File: config.mk
export PLATFORM = sky130hd
export DESIGN_NAME = wd_dispatch
export DESIGN_NICKNAME = d
export VERILOG_FILES = /design/src/rtl/wd_pkg.sv /design/src/rtl/wd_decode.sv /design/src/rtl/wd_lifo.sv /design/src/rtl/wd_dispatch.sv
export SDC_FILE = /design/constraint.sdc
export NUM_CORES = 1
export LEC_CHECK = 0
export BUFFER_PORTS_ARGS = -buffer_cell sky130_fd_sc_hd__buf_2
export CELL_PAD_IN_SITES_DETAIL_PLACEMENT = 1
export CELL_PAD_IN_SITES_GLOBAL_PLACEMENT = 2
export CORE_MARGIN = 10
export CORE_UTILIZATION = 43
export DETAILED_ROUTE_END_ITERATION = 7
export GPL_TIMING_DRIVEN = 0
export HOLD_SLACK_MARGIN = 0.02
export PLACE_DENSITY = 0.84
export SYNTH_ARGS = -nofsm -noshare
export SYNTH_HDL_FRONTEND = slang
export SYNTH_SLANG_ARGS = --single-unit
File: constraint.sdc
create_clock -name clk -period 3.8 [get_ports clk]
set_input_delay 0.19 -clock clk [delete_from_list [all_inputs] [get_ports clk]]
set_output_delay 0.19 -clock clk [all_outputs]
set_load 0.03 [all_outputs]
File: src/rtl/wd_pkg.sv
package wd_pkg;
    localparam int CODE_W      = 16;
    localparam int NAT_W       = 9;
    localparam logic [CODE_W-1:0] JUMP_LIMIT = 16'h7F00;

    typedef enum logic [1:0] {
        ST_FETCH,
        ST_WAIT,
        ST_HALT
    } wd_state_e;

    typedef enum logic [2:0] {
        CL_NATIVE,
        CL_LIT,
        CL_JUMP,
        CL_REG,
        CL_CALL
    } wd_class_e;
endpackage

File: src/rtl/wd_decode.sv
module wd_decode
    import wd_pkg::*;
#(
    parameter int DW   = 16,
    parameter int IP_W = 16
) (
    input  logic [CODE_W-1:0] code,
    input  logic [CODE_W-1:0] reg_thresh,
    input  logic [DW-1:0]     reg_base,
    output wd_class_e         cls,
    output logic [NAT_W-1:0]  nat_addr,
    output logic [DW-1:0]     lit_val,
    output logic [DW-1:0]     reg_val,
    output logic              jmp_back,
    output logic [IP_W-1:0]   jmp_disp,
    output logic              call_save,
    output logic [IP_W-1:0]   call_tgt
);
    // fixed priority: native, literal, jump, register, call
    always_comb begin
        if (code[CODE_W-1:NAT_W] == '0)
            cls = CL_NATIVE;
        else if (code[CODE_W-1])
            cls = CL_LIT;
        else if (code < JUMP_LIMIT)
            cls = CL_JUMP;
        else if (code < reg_thresh)
            cls = CL_REG;
        else
            cls = CL_CALL;
    end

    assign nat_addr  = code[NAT_W-1:0];
    assign lit_val   = DW'(code[CODE_W-2:0]);
    assign reg_val   = DW'(code[7:0]) + reg_base;
    assign jmp_back  = code[7];
    assign jmp_disp  = IP_W'({code[6:0], 1'b0});
    assign call_save = ~code[0];
    assign call_tgt  = IP_W'({code[CODE_W-1:1], 1'b0});
endmodule

File: src/rtl/wd_lifo.sv
module wd_lifo #(
    parameter int W     = 16,
    parameter int DEPTH = 16
) (
    input  logic         clk,
    input  logic         rst_n,
    input  logic         push,
    input  logic         pop,
    input  logic [W-1:0] wdata,
    output logic [W-1:0] rdata,
    output logic         full,
    output logic         empty
);
    localparam int AW = (DEPTH > 1) ? $clog2(DEPTH) : 1;
    localparam int CW = $clog2(DEPTH + 1);

    logic [W-1:0]  mem_q [DEPTH];
    logic [CW-1:0] cnt_d, cnt_q;
    logic [CW-1:0] top_c;

    assign full  = (cnt_q == CW'(DEPTH));
    assign empty = (cnt_q == '0);
    assign top_c = cnt_q - CW'(1);
    assign rdata = mem_q[top_c[AW-1:0]];

    always_comb begin
        cnt_d = cnt_q;
        if (push && !full)
            cnt_d = cnt_q + CW'(1);
        else if (pop && !empty)
            cnt_d = cnt_q - CW'(1);
    end

    always_ff @(posedge clk) begin
        if (push && !full)
            mem_q[cnt_q[AW-1:0]] <= wdata;
    end

    always_ff @(posedge clk or negedge rst_n) begin
        if (!rst_n) cnt_q <= '0;
        else        cnt_q <= cnt_d;
    end
endmodule

File: src/rtl/wd_dispatch.sv
module wd_dispatch
    import wd_pkg::*;
#(
    parameter int DW       = 16,
    parameter int IP_W     = 16,
    parameter int DS_DEPTH = 16,
    parameter int RS_DEPTH = 16,
    parameter logic [15:0] RESET_IP = 16'h0000
) (
    input  logic              clk,
    input  logic              rst_n,
    input  logic [15:0]       reg_thresh,
    input  logic [DW-1:0]     reg_base,
    output logic              mem_rd,
    output logic [IP_W-1:0]   mem_addr,
    input  logic [15:0]       mem_rdata,
    output logic              nat_req,
    output logic [8:0]        nat_addr,
    input  logic              nat_done,
    input  logic              nat_ret,
    output logic [DW-1:0]     tos,
    output logic              err
);
    typedef struct packed {
        logic [IP_W-1:0]  ip;
        logic [DW-1:0]    tos;
        wd_state_e        st;
        logic [NAT_W-1:0] nat;
    } regs_t;

    regs_t r_d, r_q;

    wd_class_e        cls;
    logic [NAT_W-1:0] dec_nat;
    logic [DW-1:0]    dec_lit, dec_reg;
    logic             dec_back, dec_save;
    logic [IP_W-1:0]  dec_disp, dec_tgt;

    logic             ds_push, ds_pop, ds_full, ds_empty;
    logic [DW-1:0]    ds_wdata, ds_top;
    logic             rs_push, rs_pop, rs_full, rs_empty;
    logic [IP_W-1:0]  rs_wdata, rs_top;
    logic [IP_W-1:0]  ip_inc;

    wd_decode #(.DW(DW), .IP_W(IP_W)) u_dec (
        .code      (mem_rdata),
        .reg_thresh(reg_thresh),
        .reg_base  (reg_base),
        .cls       (cls),
        .nat_addr  (dec_nat),
        .lit_val   (dec_lit),
        .reg_val   (dec_reg),
        .jmp_back  (dec_back),
        .jmp_disp  (dec_disp),
        .call_save (dec_save),
        .call_tgt  (dec_tgt)
    );

    wd_lifo #(.W(DW), .DEPTH(DS_DEPTH)) u_dstack (
        .clk  (clk),
        .rst_n(rst_n),
        .push (ds_push),
        .pop  (ds_pop),
        .wdata(ds_wdata),
        .rdata(ds_top),
        .full (ds_full),
        .empty(ds_empty)
    );

    wd_lifo #(.W(IP_W), .DEPTH(RS_DEPTH)) u_rstack (
        .clk  (clk),
        .rst_n(rst_n),
        .push (rs_push),
        .pop  (rs_pop),
        .wdata(rs_wdata),
        .rdata(rs_top),
        .full (rs_full),
        .empty(rs_empty)
    );

    assign ip_inc = r_q.ip + IP_W'(2);

    always_comb begin
        r_d      = r_q;
        ds_push  = 1'b0;
        ds_pop   = 1'b0;
        ds_wdata = r_q.tos;
        rs_push  = 1'b0;
        rs_pop   = 1'b0;
        rs_wdata = ip_inc;
        unique case (r_q.st)
            ST_FETCH: begin
                r_d.ip = ip_inc;
                unique case (cls)
                    CL_NATIVE: begin
                        r_d.nat = dec_nat;
                        r_d.st  = ST_WAIT;
                    end
                    CL_LIT, CL_REG: begin
                        if (ds_full) begin
                            r_d.ip = r_q.ip;
                            r_d.st = ST_HALT;
                        end else begin
                            ds_push = 1'b1;
                            r_d.tos = (cls == CL_LIT) ? dec_lit : dec_reg;
                        end
                    end
                    CL_JUMP: begin
                        if (ds_empty) begin
                            r_d.ip = r_q.ip;
                            r_d.st = ST_HALT;
                        end else begin
                            ds_pop  = 1'b1;
                            r_d.tos = ds_top;
                            if (r_q.tos == '0)
                                r_d.ip = dec_back ? (ip_inc - dec_disp)
                                                  : (ip_inc + dec_disp);
                        end
                    end
                    CL_CALL: begin
                        if (dec_save && rs_full) begin
                            r_d.ip = r_q.ip;
                            r_d.st = ST_HALT;
                        end else begin
                            rs_push = dec_save;
                            r_d.ip  = dec_tgt;
                        end
                    end
                    default: r_d.st = ST_HALT;
                endcase
            end
            ST_WAIT: begin
                if (nat_done) begin
                    if (!nat_ret) begin
                        r_d.st = ST_FETCH;
                    end else if (rs_empty) begin
                        r_d.st = ST_HALT;
                    end else begin
                        rs_pop = 1'b1;
                        r_d.ip = rs_top;
                        r_d.st = ST_FETCH;
                    end
                end
            end
            default: ;
        endcase
    end

    always_ff @(posedge clk or negedge rst_n) begin
        if (!rst_n) begin
            r_q.ip  <= IP_W'(RESET_IP);
            r_q.tos <= '0;
            r_q.st  <= ST_FETCH;
            r_q.nat <= '0;
        end else begin
            r_q <= r_d;
        end
    end

    assign mem_rd   = (r_q.st == ST_FETCH);
    assign mem_addr = r_q.ip;
    assign nat_req  = (r_q.st == ST_WAIT);
    assign nat_addr = r_q.nat;
    assign tos      = r_q.tos;
    assign err      = (r_q.st == ST_HALT);
endmodule

==> results of run 1 <==
[path summary, 6_finish.rpt]
check,cells past startpoint,to,start
setup / recovery,13,mem_addr[15],mem_addr[3]
hold / removal,2,nat_addr[2],mem_rdata[2]
setup reg to reg,13,mem_addr[15],mem_addr[3]
hold reg to reg,1,u_dstack.cnt_q[4],u_dstack.cnt_q[4]
max in group asynchronous,3,tos[14],rst_n
min in group asynchronous,2,mem_addr[9],rst_n
[cell type report]
cell class	instances	area [um2]	share of cell area, %
inverters	41	154	0.532
clock inverters	42	438	1.51
well taps	756	946	3.27
plain buffers	104	641	2.21
repair buffers	129	923	3.19
multi-input cells	703	7630	26.4
clock buffers	67	1510	5.20
flip-flops and latches	565	16700	57.7
[stage by stage]
| stage | area (um2) | instances |
|---|---|---|
| 6_report | 28900 | 2407 |
| 5_1_grt | 28900 | 2407 |
| 4_1_cts | 28700 | 2397 |
| 3_5_place_dp | 26500 | 2281 |
| 3_3_place_gp | 26200 | 2264 |
| 2_1_floorplan | 24800 | 1413 |
[layout by cell type, fill, tap and decap left out, types with 14 or more instances in the layout]
cell / netlist / routed
edfxtp_1: 512 / 512
mux4_2: 158 / 158
buf_2: 21 / 114
buf_4: 45 / 59
clkbuf_16: 0 / 59
nor2_1: 71 / 58
nand2_1: 58 / 57
ha_1: 50 / 49
dfrtp_1: 53 / 49
inv_1: 41 / 41
a21oi_1: 38 / 38
o21ai_0: 36 / 36
clkbuf_1: 34 / 30
xnor2_1: 33 / 22
nand3_1: 19 / 18
and3_1: 20 / 14
nor3_1: 15 / 14
a21o_1: 14 / 14
o211ai_1: 14 / 14
clkinv_1: 0 / 14
[synthesized netlist by cell type (33+ instances only)]
| library cell | n | area (um2) |
|---|---|---|
| mux4_2 | 158 | 3560 |
| xnor2_1 | 33 | 289 |
| edfxtp_1 | 512 | 15400 |
| ha_1 | 50 | 626 |
| o21ai_0 | 36 | 180 |
| nor2_1 | 71 | 267 |
| inv_1 | 41 | 154 |
| buf_4 | 45 | 338 |
| clkbuf_1 | 34 | 128 |
| nand2_1 | 58 | 218 |
| a21oi_1 | 38 | 190 |
| dfrtp_1 | 53 | 1330 |
[sequential cells by signal, indices dropped and copies added (netlist names)]
register / count
u_rstack.cnt_q: 5
u_dstack.cnt_q: 5
u_rstack.mem_q: 256
nat_addr: 9
tos: 16
r_q: 2
u_dstack.mem_q: 256
mem_addr: 16
[what timing repair did]
action / 4_1_cts / 5_1_grt
setup buffers: 2 / 9
resized for setup: 36 / 42
endpoints found under the hold margin: 57 / 0
hold buffers: 5 / 0
pin swaps: 2 / 6
endpoints found under the setup margin: 172 / 194
[critical path: stages (launching register included)]
cell and delay, ns:
dfrtp_2 0.49, and3_1 0.25, and3_1 0.20, and2_2 0.19, nand2_1 0.14, xnor2_4 0.25
ha_1 0.32, a21o_1 0.23, o41a_1 0.46, a31o_2 0.30, mux2i_1 0.13, a311oi_2 0.32
mux2i_1 0.22, a21oi_1 0.08
[metal layers]
metal	track usage (%)	up-vias
met5	0	-
met4	6.51	0
met3	3.36	120
met2	35.0	511
met1	25.2	7494
li1	-	6002
[logic make-up after synthesis]
group	Yosys count	synth area share (%)
buffers and inverters	145	3.01
DFF	565	67.4
AOI/OAI and AO/OA	176	4.87
muxes	182	15.4
xor gates and xnor gates	47	1.69
and+or+nand+nor	246	4.94
adders and majority gates	52	2.69
[power breakdown]
group / total, mW / internal (mW) / switching (mW)
Sequential: 7.33 / 7.06 / 0.266
Clock: 5.77 / 3.33 / 2.44
Combinational: 2.35 / 1.05 / 1.30
==> flow_metrics.py, run 1 <==
metrics = {
    "global_route": {
        "grt_usage_pct": 20.1,
        "antenna_found_initial": 0,
        "grt_pass1_wl_um": 101000,
        "grt_max_degree": 35,
        "overflow": 0,
        "grt_pass1_vias": 15211,
    },
    "routing": {
        "finalWirelength_um": 68300,
        "ant_nets": 0,
        "wl_met3_um": 3900,
        "wl_per_cell_um": 28.4,
        "dr_total_vias": 14127,
        "top_layer": "met4",
        "wl_met2_um": 35200,
        "via_per_inst": 5.87,
        "drt_iter0_markers": 1106,
        "drt-met1-wl_um": 27100,
        "drc": 0,
        "dr.pass1.iters": 5,
    },
    "setup_path": {
        "endpoint_kind": "register",
        "rrSetupSlack_ns": 0.1,
        "crit_required_ns": 4.30,
        "worstPathArrival_ns": 4.20,
        "cp-start-kind": "register",
        "worstPathMaxFanout": 6,
        "path_class": "register to register",
    },
    "pwr": {
        "peakVddDrop_mv": 0.454,
        "power.density_mw_per_mm2": 534,
        "p_leak_nw": 10.1,
        "power_mw": 15.5,
    },
    "sta": {
        "fin_ws_ns": 0.0990,
        "setup_viol": 0,
        "finalCritPeriodShare_pct": 97.4,
        "max_clock_freq_mhz": 270,
        "slew-limit-headroom_pct": 15.8,
        "finalCriticalPeriod_ns": 3.70,
        "fin_skew_ns": 0.0304,
        "hold_viol": 0,
        "setup_tns_ns": 0,
        "hold_slack_ns": 0.0317,
        "tightest_slew_ns": 1.26,
        "final_max_slew_viol_count": 0,
    },
    "synthesis": {
        "ys_seq_area_share_pct": 67.4,
        "synth_nets": 1517,
        "ys_ff_latch": 565,
        "async_reset_ff_share_pct": 9.38,
        "avgSynthCellArea_um2": 17.5,
        "synth-edff-count": 512,
        "synth_cell_type_count": 73,
        "synth_area_mm2": 0.0248,
        "synthCells": 1413,
        "yosys_warnings": 0,
        "synth-main-ff-cell": "edfxtp_1",
    },
    "clock_network": {
        "cts_tree": "built",
        "insertion_delay_ns": 0.63,
        "htree_levels": 2,
        "clockBufferDepth": 3,
        "cts-root-buf": "clkbuf_16",
        "clock-sinks": 565,
        "cts_buffers": 58,
        "clkSlewWorstSetupHoldPaths_ns": 0.06,
    },
    "final_layout": {
        "synthToLayoutAreaGrowth_pct": 16.8,
        "diodes": 0,
        "layout.nets": 1706,
        "drive_gt1_share_pct": 32.0,
        "final_core_util_pct": 51.0,
        "fillers": 5326,
    },
    "placement": {
        "hpwl_um": 45000,
        "place_ws_ns": -0.916,
        "gp_congestion": 0.830,
        "port_buffers": 95,
    },
    "min_path": {
        "hold_class": "input pin to register",
    },
    "floorplan": {
        "chipWidth_um": 260,
        "die_y_um": 260,
        "ioPinCount": 96,
        "core_mm2": 0.0567,
        "row_count": 87,
        "dieArea_mm2": 0.0676,
        "start_util_pct": 43.7,
    },
    "flow_run": {
        "drv_cap": 0,
    },
    "outcome": {
        "status": "finished, final reports clean",
    },
}
(Power assumes the default switching activity.)
==> run 2, diff against run 1 <==
--- a/config.mk
+++ b/config.mk
@@ -8,7 +8,7 @@
 export BUFFER_PORTS_ARGS = -buffer_cell sky130_fd_sc_hd__buf_2
 export CELL_PAD_IN_SITES_DETAIL_PLACEMENT = 1
 export CELL_PAD_IN_SITES_GLOBAL_PLACEMENT = 2
-export CORE_MARGIN = 10
+export CORE_MARGIN = 1.5
 export CORE_UTILIZATION = 43
 export DETAILED_ROUTE_END_ITERATION = 7
 export GPL_TIMING_DRIVEN = 0
==> flow_metrics.py, run 2 (synthesized netlist as in run 1, its figures left out) <==
metrics = {
    "outcome": {
        "status": "finished, final reports clean",
    },
    "sta": {
        "setup_viol": 0,
        "fin_ws_ns": 0.0546,
        "slew-limit-headroom_pct": 6.31,
        "finalCritPeriodShare_pct": 98.6,
        "fin_skew_ns": 0.0250,
        "final_max_slew_viol_count": 0,
        "tightest_slew_ns": 1.40,
        "rsz0062_at_grt": "yes",
        "finalCriticalPeriod_ns": 3.75,
        "max_clock_freq_mhz": 267,
        "hold_slack_ns": 0.0679,
        "hold_viol": 0,
    },
    "clock_network": {
        "cts_tree": "built",
        "clockBufferDepth": 3,
        "clock-sinks": 565,
        "htree_levels": 2,
        "cts_buffers": 55,
        "clkSlewWorstSetupHoldPaths_ns": 0.06,
        "insertion_delay_ns": 0.62,
        "cts-root-buf": "clkbuf_16",
    },
    "final_layout": {
        "final_core_util_pct": 50.7,
        "layout_common_cells": "512 x edfxtp_1, 158 x mux4_2, 113 x buf_2",
        "layout_commonest_cell": "edfxtp_1",
        "layout.nets": 1707,
        "drive_gt1_share_pct": 31.6,
        "design_area_mm2": 0.0288,
        "synthToLayoutAreaGrowth_pct": 16.0,
    },
    "placement": {
        "port_buffers": 95,
        "hpwl_um": 43300,
        "dpl_cell_area_mm2": 0.0265,
        "gp_congestion": 0.816,
        "place_ws_ns": -0.956,
    },
    "pwr": {
        "peakVddDrop_mv": 0.434,
        "power_mw": 15.0,
        "power.density_mw_per_mm2": 521,
        "p_leak_nw": 9.98,
    },
    "global_route": {
        "grt_max_degree": 54,
        "grt_pass1_vias": 15195,
        "grt_pass1_wl_um": 99200,
        "antenna_found_initial": 1,
        "grt_usage_pct": 22.9,
        "overflow": 0,
    },
    "floorplan": {
        "core_mm2": 0.0567,
        "die_y_um": 243,
        "chipWidth_um": 243,
        "ioPinCount": 96,
        "row_count": 87,
        "dieArea_mm2": 0.0591,
        "start_util_pct": 43.7,
    },
    "setup_path": {
        "worstPathMaxFanout": 4,
        "crit_family": "compound AO/OA/AOI/OAI gates",
        "path_cells": "and3_1 -> and3_1 -> and2_2 -> nand2_1 -> xnor2_4 -> ha_1 -> a21o_1 -> o41a_1 -> a31o_2 -> mux2i_1 -> a311oi_2 -> mux2i_1 -> a21oi_1",
        "endpoint_kind": "register",
        "path_class": "register to register",
        "cp-start-kind": "register",
        "crit_path_top_delay_cell": "o41a_1",
        "max_stage_delay_ns": 0.47,
        "cp_num_buf_inv": 0,
        "crit_required_ns": 4.29,
        "worstPathArrival_ns": 4.24,
    },
    "routing": {
        "wl_per_cell_um": 27.8,
        "ant_nets": 0,
        "dr_total_vias": 14087,
        "drc": 0,
        "dr.pass1.iters": 5,
        "via_per_inst": 5.86,
        "drt_iter0_markers": 1308,
        "finalWirelength_um": 66800,
    },
    "min_path": {
        "hold_class": "input pin to register",
    },
    "flow_run": {
        "drv_cap": 0,
    },
}
==> run 2: where the power goes <==
part           switching (mW)  leakage (nW)  internal, mW
combinational            1.30          3.82          1.06
clock                    2.37         0.851          2.94
sequential              0.260          5.32          7.06
total                    3.93          9.98          11.1
==> run 2: final timing paths <==
kind / from / endpoint / slack, ns / cells after the start
max in group asynchronous: rst_n / mem_addr[5] / 3.03 / 2
hold / removal: mem_rdata[5] / nat_addr[5] / 0.07 / 2
min in group asynchronous: rst_n / mem_addr[9] / 0.19 / 2
hold reg to reg: u_dstack.cnt_q[4] / u_dstack.cnt_q[4] / 0.48 / 1
setup / recovery: mem_addr[5] / mem_addr[15] / 0.05 / 13
setup reg to reg: mem_addr[5] / mem_addr[15] / 0.05 / 13
==> run 2: what timing repair did <==
item                       in CTS  in global routing
pin swaps                       4                  4
resized for setup              42                 26
setup endpoints to repair     186                 90
hold endpoints to repair       58                  0
hold buffers                    6                  0
setup buffers                   6                 12
==> run 2: layer usage <==
layer  part of all wire [%]  routed length (um)  GRT usage (%)  vias to the layer above
met5                      0                   0              0                        -
li1                       -                   -              -                     6017
met3                    5.6                3720           3.47                      134
met2                     52               34500           39.9                      465
met4                    3.4                2260           8.37                        0
met1                     39               26300           29.1                     7471
==> run 2: area by class of cell <==
type                            count  area, um2
Clock buffer                       70       1460
Sequential cell                   565      16700
Antenna cell                        1       2.50
Multi-Input combinational cell    703       7640
Tap cell                          756        946
Inverter                           41        154
Buffer                            104        639
Fill cell                        5325      28000
Timing Repair Buffer              133        930
Clock inverter                     32        265
==> run 2: through the flow <==
step                      std cells  setup TNS, ns
after floorplan                1413              0
after CTS                      2392         -0.560
after detailed placement       2278         -43.60
after global routing           2404         -0.285
final                          2405              0
after global placement         2264        -157.56
